File: src/rtl/mapper_pkg.sv
package mapper_pkg;

  localparam int ADDR_W = 16;
  localparam int DATA_W = 8;
  localparam int REG_W  = 4;
  localparam int OFS_W  = 13;

  typedef enum logic [2:0] {
    WIN_NONE = 3'd0,
    WIN_LOW  = 3'd1,
    WIN_B8   = 3'd2,
    WIN_BA   = 3'd3,
    WIN_BC   = 3'd4,
    WIN_BE   = 3'd5
  } win_e;

  // Reorder register bits into the switchable bank number.
  function automatic logic [REG_W-1:0] permute_bank(input logic [REG_W-1:0] r);
    return {r[3], r[0], r[2], r[1]};
  endfunction

  // Classify an address by its top three bits into a ROM window.
  function automatic win_e classify(input logic [ADDR_W-1:0] a);
    win_e w;
    case (a[ADDR_W-1:OFS_W])
      3'b011:  w = WIN_LOW;
      3'b100:  w = WIN_B8;
      3'b101:  w = WIN_BA;
      3'b110:  w = WIN_BC;
      3'b111:  w = WIN_BE;
      default: w = WIN_NONE;
    endcase
    return w;
  endfunction

  // Sparse write decode match.
  function automatic logic decode_hit(input logic [ADDR_W-1:0] a,
                                      input logic [ADDR_W-1:0] mask,
                                      input logic [ADDR_W-1:0] match);
    return (a & mask) == match;
  endfunction

endpackage

File: src/rtl/mapper_wr_decode.sv
module mapper_wr_decode
  import mapper_pkg::*;
#(
  parameter logic [ADDR_W-1:0] WR_LIMIT = 16'h5FFF,
  parameter logic [ADDR_W-1:0] WR_MASK  = 16'h4120,
  parameter logic [ADDR_W-1:0] WR_MATCH = 16'h4020
) (
  input  logic [ADDR_W-1:0] cpu_addr,
  input  logic              cpu_wr,
  output logic              wr_blocked,
  output logic              wr_hit
);

  logic in_range;
  logic mask_ok;

  always_comb begin
    in_range   = cpu_addr <= WR_LIMIT;
    mask_ok    = decode_hit(cpu_addr, WR_MASK, WR_MATCH);
    wr_blocked = cpu_wr && !in_range;
    wr_hit     = cpu_wr && in_range && mask_ok;
  end

endmodule

File: src/rtl/mapper_bank_reg.sv
module mapper_bank_reg
  import mapper_pkg::*;
#(
  parameter logic [REG_W-1:0] RESET_VAL = '0
) (
  input  logic             clk,
  input  logic             rst_n,
  input  logic             load,
  input  logic [REG_W-1:0] din,
  output logic [REG_W-1:0] q
);

  always_ff @(posedge clk or negedge rst_n) begin
    if (!rst_n)    q <= RESET_VAL;
    else if (load) q <= din;
  end

endmodule

File: src/rtl/mapper_window_xlate.sv
module mapper_window_xlate
  import mapper_pkg::*;
#(
  parameter int               ROM_BANKS = 12,
  parameter logic [REG_W-1:0] BANK_LOW  = 4'hF,
  parameter logic [REG_W-1:0] BANK_B8   = 4'h8,
  parameter logic [REG_W-1:0] BANK_BA   = 4'h9,
  parameter logic [REG_W-1:0] BANK_BE   = 4'hB,
  localparam int              BANK_W    = (ROM_BANKS > 1) ? $clog2(ROM_BANKS) : 1
) (
  input  logic [ADDR_W-1:0] cpu_addr,
  input  logic [REG_W-1:0]  bank_reg,
  output logic              sel,
  output logic [REG_W-1:0]  raw_bank,
  output logic [BANK_W-1:0] bank,
  output logic [OFS_W-1:0]  offset
);

  win_e win;

  always_comb begin
    win = classify(cpu_addr);
    sel = (win != WIN_NONE);
    case (win)
      WIN_LOW: raw_bank = BANK_LOW;
      WIN_B8:  raw_bank = BANK_B8;
      WIN_BA:  raw_bank = BANK_BA;
      WIN_BC:  raw_bank = permute_bank(bank_reg);
      WIN_BE:  raw_bank = BANK_BE;
      default: raw_bank = '0;
    endcase
    offset = sel ? cpu_addr[OFS_W-1:0] : '0;
  end

  generate
    if (ROM_BANKS >= (1 << REG_W)) begin : g_no_wrap
      always_comb bank = BANK_W'(raw_bank);
    end else begin : g_wrap
      always_comb bank = BANK_W'(int'(raw_bank) % ROM_BANKS);
    end
  endgenerate

endmodule

File: src/rtl/prg_scramble_mapper.sv
module prg_scramble_mapper
  import mapper_pkg::*;
#(
  parameter int  ROM_BANKS = 12,
  localparam int BANK_W    = (ROM_BANKS > 1) ? $clog2(ROM_BANKS) : 1
) (
  input  logic              clk,
  input  logic              rst_n,
  input  logic [15:0]       cpu_addr,
  input  logic [7:0]        cpu_wdata,
  input  logic              cpu_wr,
  output logic              rom_sel,
  output logic [BANK_W-1:0] rom_bank,
  output logic [12:0]       rom_offset
);

  // Named internal events, observed by the bound checker.
  logic             wr_hit;
  logic             wr_blocked;
  logic [REG_W-1:0] bank_q;
  logic [REG_W-1:0] raw_bank;
  logic             unused_hi;

  assign unused_hi = ^cpu_wdata[DATA_W-1:REG_W];

  mapper_wr_decode u_dec (
    .cpu_addr   (cpu_addr),
    .cpu_wr     (cpu_wr),
    .wr_blocked (wr_blocked),
    .wr_hit     (wr_hit)
  );

  mapper_bank_reg u_reg (
    .clk   (clk),
    .rst_n (rst_n),
    .load  (wr_hit),
    .din   (cpu_wdata[REG_W-1:0]),
    .q     (bank_q)
  );

  mapper_window_xlate #(.ROM_BANKS(ROM_BANKS)) u_xl (
    .cpu_addr (cpu_addr),
    .bank_reg (bank_q),
    .sel      (rom_sel),
    .raw_bank (raw_bank),
    .bank     (rom_bank),
    .offset   (rom_offset)
  );

endmodule

File: config.mk
export PLATFORM = sky130hd
export DESIGN_NAME = prg_scramble_mapper
export DESIGN_NICKNAME = d
export VERILOG_FILES = /design/src/rtl/mapper_pkg.sv /design/src/rtl/mapper_wr_decode.sv /design/src/rtl/mapper_bank_reg.sv /design/src/rtl/mapper_window_xlate.sv /design/src/rtl/prg_scramble_mapper.sv
export SDC_FILE = /design/constraint.sdc
export NUM_CORES = 1
export LEC_CHECK = 0
export BUFFER_PORTS_ARGS = -buffer_cell sky130_fd_sc_hd__buf_4
export CORE_AREA = 10 10 47 49
export CTS_CLUSTER_DIAMETER = 200
export DETAILED_ROUTE_END_ITERATION = 10
export DIE_AREA = 0 0 57 59
export PLACE_DENSITY_LB_ADDON = 0.3
export SYNTH_ARGS = -nofsm -noshare
export SYNTH_HDL_FRONTEND = slang
export SYNTH_SLANG_ARGS = --single-unit
File: constraint.sdc
create_clock -name clk -period 1.4 [get_ports clk]
set_input_delay 0.28 -clock clk [delete_from_list [all_inputs] [get_ports clk]]
set_output_delay 0.28 -clock clk [all_outputs]
set_load 0.05 [all_outputs]
==> results of run 1 <==
where the power goes:
group / switching, mW / internal, mW
sequential: 0.0201 / 0.139
clock: 0.0442 / 0.0957
combinational: 0.182 / 0.161
total: 0.247 / 0.395
metrics by stage:
stage	area [µm²]	hold WS [ns]	utilization (%)
after floorplan	353	-0.0156	-
after global placement	676	0.0766	48.2
after detailed placement	676	0.0773	48.2
after CTS	723	0.269	51.6
after global routing	738	0.278	52.7
final	738	0.278	52.7
cell families after synthesis:
| kind of cell | count (synthesis) | synth area share [%] |
|---|---|---|
| simple gates | 20 | 41.5 |
| compound gates | 5 | 9.75 |
| mux | 4 | 17.3 |
| flops | 4 | 28.9 |
| buf+inv | 2 | 2.52 |
layout make-up:
type                            instances  area share (%)
Inverter                                1           0.508
Tap cell                               16            2.71
Sequential cell                         4            13.6
Multi-Input combinational cell         29            34.1
Clock buffer                            3            3.05
Timing Repair Buffer                   44            46.1
layout by cell type (no fill, tap or decap):
cell,count
a21boi_2,1
a21o_1,1
a21oi_1,2
a22o_1,1
buf_4,41
buf_6,2
clkbuf_4,3
dfrtp_1,4
dlygate4sd3_1,1
inv_1,1
mux2_4,4
nand2b_4,1
nand3_1,1
nand4_4,1
nor2_2,2
nor2b_1,14
nor2b_4,1
path summary, 6_finish.rpt:
check	slack, ns	endpoint	cells after the start
setup / recovery	0.02	rom_bank[0]	3
hold / removal	0.28	u_reg.q[3]	2
setup reg to reg	0.51	u_reg.q[0]	2
hold reg to reg	0.52	u_reg.q[2]	1
max in group asynchronous	0.91	u_reg.q[2]	2
min in group asynchronous	0.39	u_reg.q[0]	2
synth_stat cells:
master	n
a21boi_0	1
buf_2	1
nand3_1	1
a22o_1	1
nor2_2	1
nor2_1	1
mux2_4	4
inv_1	1
nor2b_4	1
nand4_4	1
nand2b_1	1
dfrtp_1	4
a21oi_1	2
nor2b_1	14
a21o_1	1
metal layers:
layer	wire [µm]	GRT usage, %	share of wire [%]
met3	170	3.22	14
met1	541	8.00	43
met2	537	10.5	43
met5	0	0	0
met4	0	4.03	0
what timing repair did:
action | CTS | global route
endpoints found under the hold margin | 4 | 0
pin swaps | 1 | 3
endpoints found under the setup margin | 2 | 2
setup buffers | 1 | 1
resized for setup | 2 | 1
hold buffers | 1 | 0
==> metrics.md, run 1 <==
| Metric | Value |
|---|---|
| ANT cells | `0` |
| Vias per cell | `roughly 4.3` |
| Die span in x | `about 57 µm` |
| First-pass GRT wire length | `about 1900 µm` |
| Worst-Margin Slew | `0.193 ns` |
| Synth top area cells | `dfrtp_1 29%, nor2b_1 25%, mux2_4 17%` |
| Die height | `59 µm` |
| Status | `finished, final reports clean` |
| CTS HTree Levels | `1` |
| Max Cap Viol | `0` |
| DIE AREA | `~3400 µm²` |
| Multi-input gate area | `~250 µm²` |
| DP Worst Slack | `roughly 0.12 ns` |
| Mean area per synthesized cell | `roughly 10 µm²` |
| Data arrival time of the critical path | `around 1.1 ns` |
| #FFs+latches synth | `4` |
| Placed cells | `just over 90` |
| Pwr/cell area | `869 nW/µm²` |
| Non-Filler Instances | `97` |
| Layout fillers | `between 100 and 150` |
| Final Hold Fails | `0` |
| Hold Crit Class | `input pin to flip-flop` |
| Starting Density | `~25%` |
| Initial antenna violation count | `0` |
| Syn Std Cell Area | `around 350 µm²` |
| WL/cell | `~13 µm` |
| WP data required | `1.12 ns` |
| Final #Nets | `110` |
| Syn nets | `62` |
| DRT iter0 DRCs | `1` |
| Final Total Pwr | `between 0.6 and 0.7 mW` |
| Crit-path max FO | `2` |
| Peak Freq | `slightly above 700 MHz` |
| Worst setup margin | `about 0.016 ns` |
| CTS tree | `built` |
| Slew margin rel. | `87.1%` |
| Seq/Total Area, Yosys | `between 20% and 30%` |
| Cells after synthesis | `35` |
| Worst setup startpoint | `u_reg.q[1]` |
| Crit-path slowest cell | `dfrtp_1` |
| Fin crit period | `between 1 and 1.5 ns` |
| Cell taking the most area after synthesis | `dfrtp_1` |
| RSZ-0062 raised after global routing | `yes` |
| Post-DP HPWL | `around 1100 µm` |
| Final Cycle Share | `a little over nine tenths` |
| Crit end category | `output port` |
| Post-synthesis cell type count | `15` |
| Port Buffer Count | `40` |
| Min-delay src | `cpu_wdata[3]` |
| Top delay family on crit path | `flip-flops` |
| CP Buf/Inv Count | `1` |
| Vias | `420` |
| Io pins | `between 40 and 50` |
| Fin. max-slew vios | `0` |
| Total Wirelength | `between 1000 and 1500 µm` |
| # clock sinks | `4` |
| Clock tree buffer depth | `2` |
| Root buffer cell | `clkbuf_4` |
| Critical path launch point type | `flip-flop` |
| Gr usage total | `under 10%` |
| R2R Path Start | `u_reg.q[0]` |
| Skew-Pair Late Insertion Delay | `~0.23 ns` |
| Largest net degree at the start of global routing | `15` |
| Cell row count | `14` |
| Max reg flops | `4` |
| Crit-path cells | `a21o_1 -> a22o_1 -> buf_6` |
| Max stage delay on crit path | `0.37 ns` |
| Largest registers | `u_reg.q: 4 flops` |
| Vias in the first global route | `446` |
| Clock Skew | `0 ns` |
| Endpoints failing setup | `0` |
| Share of cells above drive strength 1 | `between 60% and 70%` |
| DRC violations left | `0` |
| Placer Congestion | `~0.64` |
| Worst VDD drop | `around 0.46 mV` |
| Synthesis-to-finish area growth | `113%` |
| Most flops, register | `u_reg.q` |
| Gr ovfl total | `0` |
| WS Path Type | `flip-flop to output port` |
| Total CTS buffers | `3` |
| Core Box Area | `between 1000 and 1500 µm²` |
| Setup TNS | `0 ns` |
| Sequential cell area | `between 100 and 150 µm²` |
| Yosys top cell area share | `between 20 and 30%` |
| Post-DRT Antenna Nets | `0` |
| P_leak | `between 0.3 and 0.4 nW` |
| Clock slew at reported path FFs | `0.04 ns` |
| Yosys warnings | `0` |
| Initial DRT Pass Iterations | `2` |
Note: power is estimated with default switching activity, not from simulation.
==> run 2, diff against run 1 <==
ABC_AREA = 1   (was unset)
SKIP_CTS_REPAIR_TIMING = 1   (was unset)
==> metrics.md, run 2 <==
| Metric | Value |
|---|---|
| Initial DRT Pass Iterations | `4` |
| WL/cell | `~11 µm` |
| Seq/Total Area, Yosys | `25.9%` |
| Worst hold slack | `0.280 ns` |
| Leading cell types by count after synthesis | `17 x inv_1, 17 x nand2_1, 13 x nor2_1` |
| Commonest non-fill, non-tap cell in the layout | `buf_4` |
| Int Power | `~0.36 mW` |
| Layout fillers | `155` |
| Vias per cell | `between 4 and 5` |
| Crit-path cells | `inv_2 -> nand4_1 -> a21oi_2 -> buf_6` |
| CP Buf/Inv Count | `2` |
| Number of flops mapped to enable cells by yosys | `0` |
| Post-DRT Antenna Nets | `0` |
| Worst VDD drop | `~0.55 mV` |
| Pwr/cell area | `roughly 830 nW/µm²` |
| Max Cap Viol | `0` |
| Final Hold Fails | `0` |
| Gr ovfl total | `0` |
| DRT iter0 DRCs | `2` |
| Vias | `514` |
| Placer Congestion | `a little under 0.7` |
| Gr usage total | `slightly below 8%` |
| CTS tree | `built` |
| Critical path launch point type | `flip-flop` |
| Mean area per synthesized cell | `5.77 µm²` |
| Share of cells above drive strength 1 | `approximately 47%` |
| Fin crit period | `roughly 1.3 ns` |
| Crit-path max FO | `2` |
| DIE AREA | `3360 µm²` |
| Yosys top cell area share | `between 20% and 30%` |
| Die height | `59 µm` |
| Skew-Pair Late Insertion Delay | `between 0.2 and 0.25 ns` |
| Min-delay src | `cpu_wdata[0]` |
| Fin area | `approximately 740 µm²` |
| Final Cycle Share | `between 90 and 100%` |
| Port Buffer Count | `40` |
| Io pins | `between 40 and 50` |
| First-pass GRT wire length | `2190 µm` |
| DP Worst Slack | `~0.13 ns` |
| Commonest cells after routing, fill and taps aside | `40 x buf_4, 17 x nand2_1, 16 x inv_1` |
| Hold Crit Class | `input pin to flip-flop` |
| Starting Density | `between 20 and 30%` |
| Multi-input gate area | `205 µm²` |
| Cell taking the most area after synthesis | `dfrtp_1` |
| Peak Freq | `roughly 740 MHz` |
| Setup TNS | `0 ns` |
| Clock slew at reported path FFs | `approximately 0.04 ns` |
| Core Box Area | `between 1000 and 1500 µm²` |
| DRC violations left | `0` |
| Final #Nets | `approximately 140` |
| Worst-Margin Slew | `roughly 0.21 ns` |
| Cell row count | `14` |
| WP data required | `between 1 and 1.5 ns` |
| Crit end category | `output port` |
| Max reg flops | `4` |
| Clock tree buffer depth | `2` |
| Net load switching power | `about 0.26 mW` |
| RSZ-0062 raised after global routing | `yes` |
| Endpoints failing setup | `0` |
| Yosys warnings | `0` |
| Placed cells | `roughly 120` |
| Slew margin rel. | `85.9%` |
| Clock Skew | `0 ns` |
| Syn Std Cell Area | `~390 µm²` |
| R2R Path Start | `u_reg.q[3]` |
| Switching share of power | `a little over two fifths` |
| Largest net degree at the start of global routing | `11` |
| Post-synthesis cell type count | `12` |
| Max stage delay on crit path | `0.38 ns` |
| Status | `finished, final reports clean` |
| Crit-path slowest cell | `dfrtp_1` |
| Comb pwr share | `a little over half` |
| P_leak | `roughly 0.46 nW` |
| Flop pwr share | `~25%` |
| ANT cells | `0` |
| Root buffer cell | `clkbuf_4` |
| WS Path Type | `flip-flop to output port` |
| Top delay family on crit path | `flip-flops` |
| Total Wirelength | `roughly 1400 µm` |
| Vias in the first global route | `about 520` |
| Non-Filler Instances | `approximately 130` |
| #FFs+latches synth | `4` |
| Clock power share | `~22%` |
| Sequential cell area | `100 µm²` |
| Most flops, register | `u_reg.q` |
| Syn nets | `94` |
| Ys flop type | `dfrtp_1` |
| Largest registers | `u_reg.q: 4 flops` |
| # clock sinks | `4` |
| Final Total Pwr | `0.618 mW` |
| Async S/R FF share, synth | `100%` |
| Placed cell area | `~700 µm²` |
| Total CTS buffers | `3` |
| Post-layout util | `approximately 53%` |
| Synth top area cells | `dfrtp_1 26%, inv_1 17%, nand2_1 17%` |
| Worst setup startpoint | `u_reg.q[3]` |
| Cells after synthesis | `67` |
| Initial antenna violation count | `0` |
| Fin. max-slew vios | `0` |
| Post-DP HPWL | `between 1000 and 1500 µm` |
| Data arrival time of the critical path | `between 1 and 1.5 ns` |
| Worst setup margin | `0.0564 ns` |
| Die span in x | `57 µm` |
| CTS HTree Levels | `1` |
| Synthesis-to-finish area growth | `92.6%` |
run 2: worst paths after layout:
path,endpoint,slack (ns),cells after the start
worst max-delay path,rom_bank[2],0.06,4
worst min-delay path,u_reg.q[0],0.28,3
worst max register to register,u_reg.q[3],0.79,2
worst min register to register,u_reg.q[2],0.47,2
max in group asynchronous,u_reg.q[3],0.91,2
min in group asynchronous,u_reg.q[0],0.38,2
run 2: cell families after synthesis:
| kind of cell | synth area share (%) |
|---|---|
| AND/OR/NAND/NOR | 43.0 |
| AO/OA/AOI/OAI | 6.80 |
| flip-flops | 25.9 |
| buffers and inverters | 24.3 |
run 2: area by class of cell:
type	count	area share, %
timing repair buffer	43	44.7
multi-input combinational	43	27.6
sequential	4	13.4
inverter	17	8.57
clock buffer	3	3.03
tap	16	2.69
run 2: power by group through the flow:
stage / sequential [mW] / combinational [mW] / clock [mW]
6_report: 0.156 / 0.327 / 0.135
5_1_grt: 0.159 / 0.352 / 0.153
4_1_cts: 0.154 / 0.324 / 0.143
3_5_place_dp: 0.155 / 0.324 / 0
3_3_place_gp: 0.154 / 0.320 / 0
2_1_floorplan: 0.152 / 0.211 / 0
run 2: layer usage:
metal | track usage (%) | part of all wire, % | vias up
met1 | 7.19 | 35 | 221
met5 | 0 | 0 | -
met2 | 15.3 | 59 | 14
met3 | 3.22 | 6.1 | 0
met4 | 2.01 | 0 | 0
li1 | - | - | 279
run 2: worst reg2reg max path, stage by stage (launching register included):
cell and delay (ns):
dfrtp_1 0.38, nand2_1 0.07, nand2_1 0.04
